==> config.mk <==
export PLATFORM = sky130hd
export DESIGN_NAME = shadow_cfg_bank
export DESIGN_NICKNAME = d
export VERILOG_FILES = /design/src/rtl/cfgbank_pkg.sv /design/src/rtl/cfgbank_ctrl.sv /design/src/rtl/cfgbank_regs.sv /design/src/rtl/shadow_cfg_bank.sv
export SDC_FILE = /design/constraint.sdc
export NUM_CORES = 1
export LEC_CHECK = 0
export BUFFER_PORTS_ARGS = -buffer_cell sky130_fd_sc_hd__buf_2
export CAP_MARGIN = 20
export CORE_MARGIN = 8
export CORE_UTILIZATION = 43
export DETAILED_ROUTE_END_ITERATION = 16
export PLACE_DENSITY = 0.7
export SLEW_MARGIN = 0
export SYNTH_ARGS = -nofsm -noshare
export SYNTH_HDL_FRONTEND = slang
export SYNTH_SLANG_ARGS = --single-unit
==> constraint.sdc <==
create_clock -name clk -period 3.25 [get_ports clk]
set_clock_uncertainty 0.2 [all_clocks]
set_input_delay 0.4875 -clock clk [delete_from_list [all_inputs] [get_ports clk]]
set_output_delay 0.4875 -clock clk [all_outputs]
set_load 0.005 [all_outputs]
==> src/rtl/cfgbank_pkg.sv <==
package cfgbank_pkg;
  localparam int ADDR_W    = 8;
  localparam int DATA_W    = 8;
  localparam int NUM_BUF   = 6;
  localparam int NUM_DIR   = 4;
  localparam int STAB_IDX  = 1;
  localparam logic [ADDR_W-1:0] XFER_ADDR = 8'hFF;

  typedef struct packed {
    logic [NUM_BUF-1:0] shadowWe;
    logic [NUM_DIR-1:0] directWe;
    logic [NUM_BUF-1:0] rdBuf;
    logic [NUM_DIR-1:0] rdDir;
    logic               rdXfer;
    logic               commit;
  } bankStrobes_t;

  function automatic logic [ADDR_W-1:0] bufAddr(input int idx);
    case (idx)
      0: return 8'h08;
      1: return 8'h09;
      2: return 8'h0D;
      3: return 8'h10;
      4: return 8'h14;
      default: return 8'h22;
    endcase
  endfunction

  function automatic logic [DATA_W-1:0] bufDefault(input int idx);
    case (idx)
      1: return 8'h01;
      4: return 8'h01;
      default: return 8'h00;
    endcase
  endfunction

  function automatic logic [ADDR_W-1:0] dirAddr(input int idx);
    case (idx)
      0: return 8'h00;
      1: return 8'h02;
      2: return 8'h04;
      default: return 8'h05;
    endcase
  endfunction

  function automatic logic [DATA_W-1:0] dirDefault(input int idx);
    case (idx)
      0: return 8'h18;
      2: return 8'h0F;
      3: return 8'h3F;
      default: return 8'h00;
    endcase
  endfunction
endpackage

==> src/rtl/cfgbank_ctrl.sv <==
module cfgbank_ctrl
  import cfgbank_pkg::*;
(
  input  logic              clk,
  input  logic              rstN,
  input  logic [ADDR_W-1:0] regAddr,
  input  logic              wrEn,
  input  logic [DATA_W-1:0] wrData,
  output bankStrobes_t      strb
);
  logic xferBit;
  logic xferReq;

  assign xferReq = wrEn && (regAddr == XFER_ADDR) && wrData[0];

  always_ff @(posedge clk) begin
    if (!rstN) xferBit <= 1'b0;
    else       xferBit <= xferReq;
  end

  always_comb begin
    strb = '0;
    for (int i = 0; i < NUM_BUF; i++) begin
      strb.rdBuf[i]    = (regAddr == bufAddr(i));
      strb.shadowWe[i] = wrEn && strb.rdBuf[i];
    end
    for (int j = 0; j < NUM_DIR; j++) begin
      strb.rdDir[j]    = (regAddr == dirAddr(j));
      strb.directWe[j] = wrEn && strb.rdDir[j];
    end
    strb.rdXfer = (regAddr == XFER_ADDR);
    strb.commit = xferBit;
  end

  // the transfer flag lasts one cycle unless a new transfer is written
  p_xfer_selfclear_r7: assert property (@(posedge clk) disable iff (!rstN)
    (xferBit && !(wrEn && regAddr == XFER_ADDR && wrData[0])) |=> !xferBit);

  // an accepted transfer is pending on the following cycle
  p_xfer_accept_r5: assert property (@(posedge clk) disable iff (!rstN)
    (wrEn && regAddr == XFER_ADDR && wrData[0]) |=> strb.commit);

  // a write addresses at most one pending byte
  p_single_target_r3: assert property (@(posedge clk) disable iff (!rstN)
    $onehot0(strb.shadowWe));
endmodule

==> src/rtl/cfgbank_regs.sv <==
module cfgbank_regs
  import cfgbank_pkg::*;
(
  input  logic                      clk,
  input  logic                      rstN,
  input  bankStrobes_t              strb,
  input  logic [DATA_W-1:0]         wrData,
  output logic [NUM_BUF*DATA_W-1:0] activeVals,
  output logic [NUM_DIR*DATA_W-1:0] directVals,
  output logic [DATA_W-1:0]         rdData
);
  logic [NUM_BUF-1:0][DATA_W-1:0] shadowQ;
  logic [NUM_BUF-1:0][DATA_W-1:0] activeQ;
  logic [NUM_DIR-1:0][DATA_W-1:0] directQ;

  for (genvar i = 0; i < NUM_BUF; i++) begin : g_buf
    always_ff @(posedge clk) begin
      if (!rstN) begin
        shadowQ[i] <= bufDefault(i);
        activeQ[i] <= bufDefault(i);
      end else begin
        if (strb.shadowWe[i]) shadowQ[i] <= wrData;
        if (strb.commit)      activeQ[i] <= shadowQ[i];
      end
    end
    assign activeVals[i*DATA_W +: DATA_W] = activeQ[i];
  end

  for (genvar j = 0; j < NUM_DIR; j++) begin : g_dir
    always_ff @(posedge clk) begin
      if (!rstN)                directQ[j] <= dirDefault(j);
      else if (strb.directWe[j]) directQ[j] <= wrData;
    end
    assign directVals[j*DATA_W +: DATA_W] = directQ[j];

    // a direct write is live on the next cycle
    p_direct_now_r2: assert property (@(posedge clk) disable iff (!rstN)
      strb.directWe[j] |=> (directQ[j] == $past(wrData)));
  end

  always_comb begin
    rdData = '0;
    for (int i = 0; i < NUM_BUF; i++)
      if (strb.rdBuf[i]) rdData = shadowQ[i];
    for (int j = 0; j < NUM_DIR; j++)
      if (strb.rdDir[j]) rdData = directQ[j];
    if (strb.rdXfer) rdData = {{(DATA_W-1){1'b0}}, strb.commit};
  end

  // live buffered bytes move only on a commit
  p_live_hold_r3: assert property (@(posedge clk) disable iff (!rstN)
    !strb.commit |=> $stable(activeQ));

  // a commit copies every pending byte in one edge
  p_commit_copy_r5: assert property (@(posedge clk) disable iff (!rstN)
    strb.commit |=> (activeQ == $past(shadowQ)));
endmodule

==> src/rtl/shadow_cfg_bank.sv <==
module shadow_cfg_bank
  import cfgbank_pkg::*;
(
  input  logic                      clk,
  input  logic                      rstN,
  input  logic [ADDR_W-1:0]         regAddr,
  input  logic                      wrEn,
  input  logic [DATA_W-1:0]         wrData,
  output logic [DATA_W-1:0]         rdData,
  output logic [NUM_BUF*DATA_W-1:0] activeVals,
  output logic [NUM_DIR*DATA_W-1:0] directVals,
  output logic                      stabEnable
);
  bankStrobes_t strb;

  cfgbank_ctrl ctrl_i (
    .clk(clk), .rstN(rstN), .regAddr(regAddr), .wrEn(wrEn),
    .wrData(wrData), .strb(strb)
  );

  cfgbank_regs regs_i (
    .clk(clk), .rstN(rstN), .strb(strb), .wrData(wrData),
    .activeVals(activeVals), .directVals(directVals), .rdData(rdData)
  );

  assign stabEnable = activeVals[STAB_IDX*DATA_W];

  // stabilizer enable follows live 0x09 bit 0
  p_stab_track_r6: assert property (@(posedge clk) disable iff (!rstN)
    (stabEnable == activeVals[STAB_IDX*DATA_W]) && (stabEnable == regs_i.activeQ[STAB_IDX][0]));
endmodule

---- Yosys cells after proc, flatten, opt, wreduce, memory -nomap -nowiden ----
Cells that the tools add are included.
cells by class
  eq/ne operators ......................... 10
  muxes and demuxes ....................... 11
  reduce and logical (&&, ||, !) cells .... 13
operators by type and width
  operator                                                               number
  8-bit 2-to-1 mux                                                       11
  8-bit by 4-bit equality test with 1-bit output, second input constant  3
  8-bit by 3-bit equality test with 1-bit output, second input constant  2
  8-bit by 5-bit equality test with 1-bit output, second input constant  2
  1-bit logical AND                                                      12
  8-bit by 2-bit equality test with 1-bit output, second input constant  1
  8-bit by 6-bit equality test with 1-bit output, second input constant  1
  8-bit equality test, second input constant                             1
  8-bit logical NOT                                                      1
storage, ports and cells
  register bits ........................... 129
  input port bits ......................... 19
  output and inout bits ................... 89

---- Depth between registers and ports, before layout ----
Gate-level depths: netlist (run 1).
  depth after elaboration ................. 12
  depth in mapped cells ................... 7
  depth with buffers taken out ............ 5

---- Modules after synthesis ----
From an unflattened synthesis (run 1), not the netlist that was laid out.
second synthesis, totals
  cell total of the unflattened synthesis .. 620
  area, all modules ....................... 6104.6 µm²
modules (own cells, without submodules)
  module           instances  cells each  area an instance (µm²)  seq. area each (µm²)
  cfgbank_regs     1          574         5815.6                  2562.5
  cfgbank_ctrl     1          45          281.5                   20.0
  shadow_cfg_bank  1          1           7.5                     0.0

---- Worst setup path before layout (run 1) ----
Ideal clock, no wire load.
  kind .................................... input port to output port
  from .................................... in regAddr[0]
  to ...................................... out rdData[4]
  data arrival time ....................... 1.798 ns
  required time ........................... 2.562 ns
  path slack .............................. 0.764 ns
  cell stages on the path ................. 7
  path buffers ............................ 3
  cell sequence ........................... buf_2 > nor3_2 > and3_1 > clkbuf_1 > buf_4 > a211oi_1 > a211oi_1
between the ends
  cells in the longest elaborated chain, start to end .. 12
  elaborated cells on any way between the ends .. 22
  those cells by class .................... 10 x eq/ne; 11 x mux; 1 x reduce/logical
RTL lines
  what                                            RTL line              RTL
  from (decl)                                     shadow_cfg_bank.sv:6  input logic [ADDR_W-1:0] regAddr,
  8-bit by 4-bit equality test with 1-bit output  cfgbank_ctrl.sv:24    strb.rdBuf[i] = (regAddr == bufAddr(i));
  8-bit 2-to-1 mux (6 in series)                  cfgbank_regs.sv:44    if (strb.rdBuf[i]) rdData = shadowQ[i];
  8-bit 2-to-1 mux (4 in series)                  cfgbank_regs.sv:46    if (strb.rdDir[j]) rdData = directQ[j];
  8-bit 2-to-1 mux *                              cfgbank_regs.sv:47    if (strb.rdXfer) rdData = {{(DATA_W-1){1'b0}}, strb.commit};
  to (decl)                                       shadow_cfg_bank.sv:9  output logic [DATA_W-1:0] rdData,
Mark *: on every way between the ends. The rest lies on a longest branch, timed or not.

---- Worst setup path after layout (run 1) ----
  from .................................... in regAddr[3]
  to ...................................... out rdData[2]
Same word-level chain as after synthesis.

==> results of run 1 <==
==> layer usage <==
layer / part of all wire (%) / wire length [µm] / vias to the layer above
met4: 2.2 / 397 / 0
met3: 8.6 / 1550 / 26
met1: 42 / 7630 / 2433
met5: 0 / 0 / -
li1: - / - / 2379
met2: 47 / 8400 / 209
==> power groups by stage <==
stage	Combinational [mW]	Clock, mW	Sequential [mW]
after floorplan	0.102	0	1.62
after global placement	0.157	0	1.62
after detailed placement	0.158	0	1.62
after CTS	0.159	2.02	1.58
after global routing	0.171	2.09	1.58
final	0.161	2.01	1.58
==> registers in the layout, summed over array words and instances (netlist names) <==
signal and count:
regs_i.activeVals 48, regs_i.directVals 32, regs_i.shadowQ 48, ctrl_i.xferBit 1
==> cells by family after synthesis <==
| logic type | count (synthesis) |
|---|---|
| DFF | 129 |
| muxes | 104 |
| and+or+nand+nor | 240 |
| AOI/OAI and AO/OA | 101 |
| buffers and inverters | 56 |
==> cell type report <==
class	count	area (µm²)	area share [%]
clock buffer	18	439	6.10
clock inverter	13	185	2.57
inverter	4	15.0	0.208
multi-input combinational	445	3080	42.8
sequential	129	2580	35.9
tap	180	225	3.13
timing repair buffer	124	676	9.38
==> worst paths after layout <==
kind	startpoint	endpoint	slack (ns)	cells after the start
worst max-delay path	regAddr[3]	rdData[2]	0.26	7
worst min-delay path	wrData[7]	regs_i.shadowQ[7]	0.27	3
worst max register to register	ctrl_i.xferBit	regs_i.activeVals[32]	1.56	3
worst min register to register	regs_i.shadowQ[7]	regs_i.shadowQ[7]	0.29	2
==> cells in the mapped netlist, drive strengths merged (2+ instances only) <==
master	count
a211oi	9
a21boi	39
a21oi	18
a22oi	6
a31oi	2
a41oi	2
and3	4
buf	16
clkbuf	36
dfxtp	129
inv	4
mux2	6
mux2i	98
nand2	80
nand2b	6
nand3	41
nand4	6
nor2	14
nor2b	74
nor3	4
nor4	2
o211ai	6
o21ai	3
o21bai	3
o221ai	2
o22ai	3
o32a	2
or3	5
==> worst min-delay path, stage by stage <==
cell and delay, ns:
buf_2 0.18, nand3_1 0.09, a21boi_0 0.07
==> cell usage in the layout, fill, tap and decap left out, types with 9 or more instances in the layout <==
master / Yosys / layout
dfxtp_1: 129 / 128
nor2_1: 14 / 14
a21boi_0: 39 / 39
nor2b_1: 74 / 74
nand3_1: 37 / 37
buf_2: 9 / 107
nand2_1: 80 / 80
a21oi_1: 18 / 18
clkbuf_16: 0 / 17
a211oi_1: 9 / 9
mux2i_1: 98 / 98
buf_4: 5 / 16
==> per-stage QoR <==
step / instance area [µm²] / setup slack (ns) / hold slack (ns) / utilization, % / power, mW
final: 7200 / 0.263 / 0.268 / 52.7 / 3.75
after global routing: 7200 / 0.121 / 0.281 / 52.7 / 3.85
after CTS: 7200 / 0.288 / 0.251 / 52.7 / 3.77
after detailed placement: 6580 / 0.306 / 0.283 / 48.2 / 1.78
after global placement: 6580 / 0.346 / 0.259 / 48.2 / 1.78
after floorplan: 5900 / 0.764 / 0.249 / - / 1.72
==> flow_metrics.py, run 1 <==
metrics = {
    "status": {
        "status": "complete, no violations",
    },
    "grt": {
        "grt_use_met3_pct": 5.46,
        "met2_usage_pct": 32.3,
        "grt.total_usage_pct": 20.3,
        "first_global_vias": 4922,
        "antenna_found_initial": 0,
        "grt-ovfl-total": 0,
        "met1_usage_pct": 25.8,
        "grt_busiest_layer": "met2",
        "grt_max_degree": 61,
        "grt_pass1_wl_mm": 28.5,
    },
    "floorplan": {
        "rows": 43,
        "die_h_um": 133,
        "ioPinCount": 108,
        "die_w_um": 133,
        "coreArea_um2": 13700,
        "start_util_pct": 43.2,
        "die_area_um2": 17700,
    },
    "place": {
        "dp.cells": 882,
        "dp_hpwl_mm": 13.1,
        "place.gp.congestion": 1.01,
        "portBuffers": 107,
    },
    "power_and_ir_drop": {
        "p_comb_share_pct": 4.3,
        "p_per_area_nw_per_um2": 521,
        "ir_drop_v": 0.000353,
        "p_sw_mw": 0.815,
        "power.internal_mw": 2.94,
        "p_clk_share_pct": 53.5,
        "pwr-share-seq_pct": 42.2,
        "swShare_pct": 21.7,
        "p_leak_nw": 2.92,
    },
    "cells_and_area": {
        "fill_cells": 1266,
        "antenna_cells": 0,
        "syn_to_final_growth_pct": 22.0,
        "final_layout_size_suffix_gt1_share_pct": 23.7,
        "nets": 740,
        "final_cell_count_no_fill": 913,
    },
    "setup_path": {
        "path_cells": "buf_2 > nor4_1 > and3_1 > buf_4 > a21oi_1 > a211oi_1 > buf_2",
        "start_kind": "input pin",
        "max_stage_delay_ns": 0.41,
        "cpMaxStageDelayCell": "a211oi_1",
        "required_ns": 2.56,
        "endpoint_kind": "output port",
        "cp_top_family": "simple AND/OR/NAND/NOR gates",
        "path_common_cell": "buf_2",
        "critPathMaxFanout": 9,
        "arrival_ns": 2.30,
        "crit_type": "in2out",
        "timing.critical_path.buf_inv": 3,
    },
    "yosys": {
        "synthAdderAreaFrac_pct": 0,
        "synth_edf_count": 0,
        "synthCells": 630,
        "synth_top_family_by_area": "simple AND/OR/NAND/NOR gates",
        "synth_simple_gate_area_share_pct": 22.2,
        "yosysTopAreaCell": "dfxtp_1",
        "synthFlopType": "dfxtp_1",
        "synth_nets": 649,
        "synth_area_per_cell_um2": 9.37,
        "ys_warn_count": 0,
        "async_reset_ff_share_pct": 0,
        "syn-cell-area_um2": 5900,
        "seq_area_frac_synth_pct": 43.7,
        "synth_xor_xnor_area_share_pct": 0,
        "synth_compound_area_share_pct": 12.2,
        "synth_area_leaders": "dfxtp_1, mux2i_1, nor2b_1",
        "synth.area.mux_share_pct": 17.8,
        "synth_top_area_share_pct": 43.7,
        "synth-seq-cells": 129,
        "synth.distinct_cells": 48,
    },
    "route": {
        "totalWireLength_mm": 18.0,
        "first_pass_iters": 6,
        "drc": 0,
        "wire_per_inst_um": 19.7,
        "via_per_inst": 5.53,
        "drt-initial-drc-count": 457,
        "ant_nets": 0,
        "num_vias": 5047,
    },
    "clock_tree": {
        "post_cts_resized": 0,
        "h-tree-depth": 4,
        "cts_tree": "built",
        "worstSkewPairLatency_ns": 0.42,
        "cts_buffers": 17,
        "cts-hold-fix-buffers": 0,
        "cts.sinks": 129,
        "path_clk_slew_ns": 0.06,
        "cts_setup_buffers": 0,
        "cts-root-buf": "clkbuf_16",
        "clock_path_buffers": 2,
    },
    "sta": {
        "max_slew_margin_pct": 45.7,
        "rsz0062_at_grt": "no",
        "max_freq_mhz": 335,
        "final_max_slew_viol_count": 0,
        "fin_crit_ns": 2.99,
        "setup_viol": 0,
        "worstMarginPinSlew_ns": 0.815,
        "finalCritPeriodShare_pct": 91.9,
        "hold_viol": 0,
        "fin_setup_tns_ns": 0,
    },
    "min_path": {
        "min-delay-path-class": "in2reg",
    },
    "run": {
        "cap_violations": 0,
    },
}
Power figures use the tool's default switching activity.
==> inputs of run 2 (changes only) <==
- PLACE_DENSITY: 0.7 -> 0.64
==> run 2 against run 1 <==
Non-clock buffer count rose by 2. Core utilization increased by 0.14 points. Sequential share of layout area shrank 0.093 points. Global-route usage grew 0.57 points. Wire length increased by 2.5%.
==> flow_metrics.py, run 2 (synthesized netlist as in run 1, its figures left out) <==
metrics = {
    "status": {
        "status": "complete, no violations",
    },
    "cells_and_area": {
        "antenna_cells": 0,
        "nets": 742,
        "syn_to_final_growth_pct": 22.3,
        "final_common_cell": "dfxtp_1",
        "final_layout_size_suffix_gt1_share_pct": 23.8,
        "final_cell_mix": "dfxtp_1, buf_2, mux2i_1, nand2_1, nor2b_1",
    },
    "clock_tree": {
        "h-tree-depth": 4,
        "path_clk_slew_ns": 0.05,
        "cts_setup_buffers": 0,
        "cts-root-buf": "clkbuf_16",
        "cts.sinks": 129,
        "cts-hold-fix-buffers": 0,
        "cts_tree": "built",
        "clock_path_buffers": 2,
        "worstSkewPairLatency_ns": 0.43,
        "cts_buffers": 17,
        "post_cts_resized": 0,
    },
    "sta": {
        "rsz0062_at_grt": "no",
        "max_slew_margin_pct": 46.7,
        "finalCritPeriodShare_pct": 90.0,
        "finalHoldWorstSlack_ns": 0.250,
        "fin_setup_tns_ns": 0,
        "max_freq_mhz": 342,
        "hold_viol": 0,
        "fin_ws_ns": 0.325,
        "worstMarginPinSlew_ns": 0.800,
        "fin_crit_ns": 2.93,
        "setup_viol": 0,
        "final_max_slew_viol_count": 0,
    },
    "power_and_ir_drop": {
        "power.internal_mw": 2.92,
        "p_leak_nw": 2.92,
        "swShare_pct": 22.3,
        "pwr-share-seq_pct": 42.2,
        "p_total_mw": 3.75,
        "ir_drop_v": 0.000353,
        "p_clk_share_pct": 53.3,
        "p_per_area_nw_per_um2": 520,
        "p_sw_mw": 0.836,
        "p_comb_share_pct": 4.5,
    },
    "grt": {
        "grt_busiest_layer": "met2",
        "first_global_vias": 4923,
        "grt-ovfl-total": 0,
        "grt_use_met3_pct": 6.02,
        "met2_usage_pct": 33.1,
        "grt_pass1_wl_mm": 28.7,
        "grt_max_degree": 130,
        "grt.total_usage_pct": 20.9,
        "antenna_found_initial": 0,
        "met1_usage_pct": 26.5,
    },
    "route": {
        "via_per_inst": 5.43,
        "wire_per_inst_um": 20.1,
        "drt-initial-drc-count": 365,
        "drc": 0,
        "first_pass_iters": 5,
        "totalWireLength_mm": 18.4,
        "num_vias": 4965,
        "ant_nets": 0,
    },
    "floorplan": {
        "die_w_um": 133,
        "start_util_pct": 43.2,
        "ioPinCount": 108,
        "die_h_um": 133,
        "coreArea_um2": 13700,
        "rows": 43,
        "die_area_um2": 17700,
    },
    "setup_path": {
        "critPathMaxFanout": 10,
        "start_kind": "input pin",
        "required_ns": 2.56,
        "arrival_ns": 2.24,
        "crit_type": "in2out",
        "rr_worst_depth": 3,
        "endpoint_kind": "output port",
    },
    "place": {
        "portBuffers": 107,
        "dp_slack_ns": 0.324,
        "place.gp.congestion": 0.900,
        "dp_hpwl_mm": 13.0,
    },
    "min_path": {
        "whs_path_depth": 3,
        "min-delay-path-class": "in2reg",
    },
    "run": {
        "cap_violations": 0,
    },
}
run 2: cell count changes in the layout (fill, tap and decap cells not counted), sizes merged:
cell and change:
clkinv -1, clkinvlp +2, buf +2, inv -1
run 2: final cells by class:
| cell class | instances | area (µm²) |
|---|---|---|
| Fill cell | 1265 | 6440 |
| Multi-Input combinational cell | 445 | 3080 |
| Sequential cell | 129 | 2580 |
| Timing Repair Buffer | 126 | 703 |
| Clock buffer | 18 | 429 |
| Tap cell | 180 | 225 |
| Clock inverter | 13 | 186 |
| Inverter | 4 | 15.0 |
run 2: through the flow:
step	utilization, %	cell area [µm²]	instances
after global placement	48.4	6610	884
after CTS	52.9	7220	915
final	52.9	7220	915
after detailed placement	48.4	6610	884
after floorplan	-	5900	630
after global routing	52.9	7220	915
run 2: per-layer routing:
metal / share of wire, % / vias to the layer above
li1: - / 2390
met1: 45 / 2376
met2: 47 / 166
met3: 6.0 / 33
met4: 2.2 / 0
met5: 0 / -
run 2: critical path, stage by stage:
cell and delay (ns):
buf_2 0.14, nor3_4 0.41, nand3_4 0.16, or3_1 0.36, a211o_1 0.30, a31oi_1 0.20
buf_2 0.16
run 2: path summary, 6_finish.rpt:
kind	from	endpoint	slack (ns)
max	regAddr[5]	rdData[1]	0.32
min	wrData[7]	regs_i.shadowQ[23]	0.25
max reg2reg	ctrl_i.xferBit	regs_i.activeVals[16]	1.58
min reg2reg	regs_i.activeVals[32]	regs_i.activeVals[32]	0.29
run 2: power by group through the flow:
stage               logic, mW  registers [mW]  clock network, mW
detailed placement      0.166            1.62                  0
global route            0.178            1.58               2.11
floorplan               0.102            1.62                  0
finish                  0.168            1.58               2.00
global placement        0.165            1.62                  0
CTS                     0.166            1.58               2.03
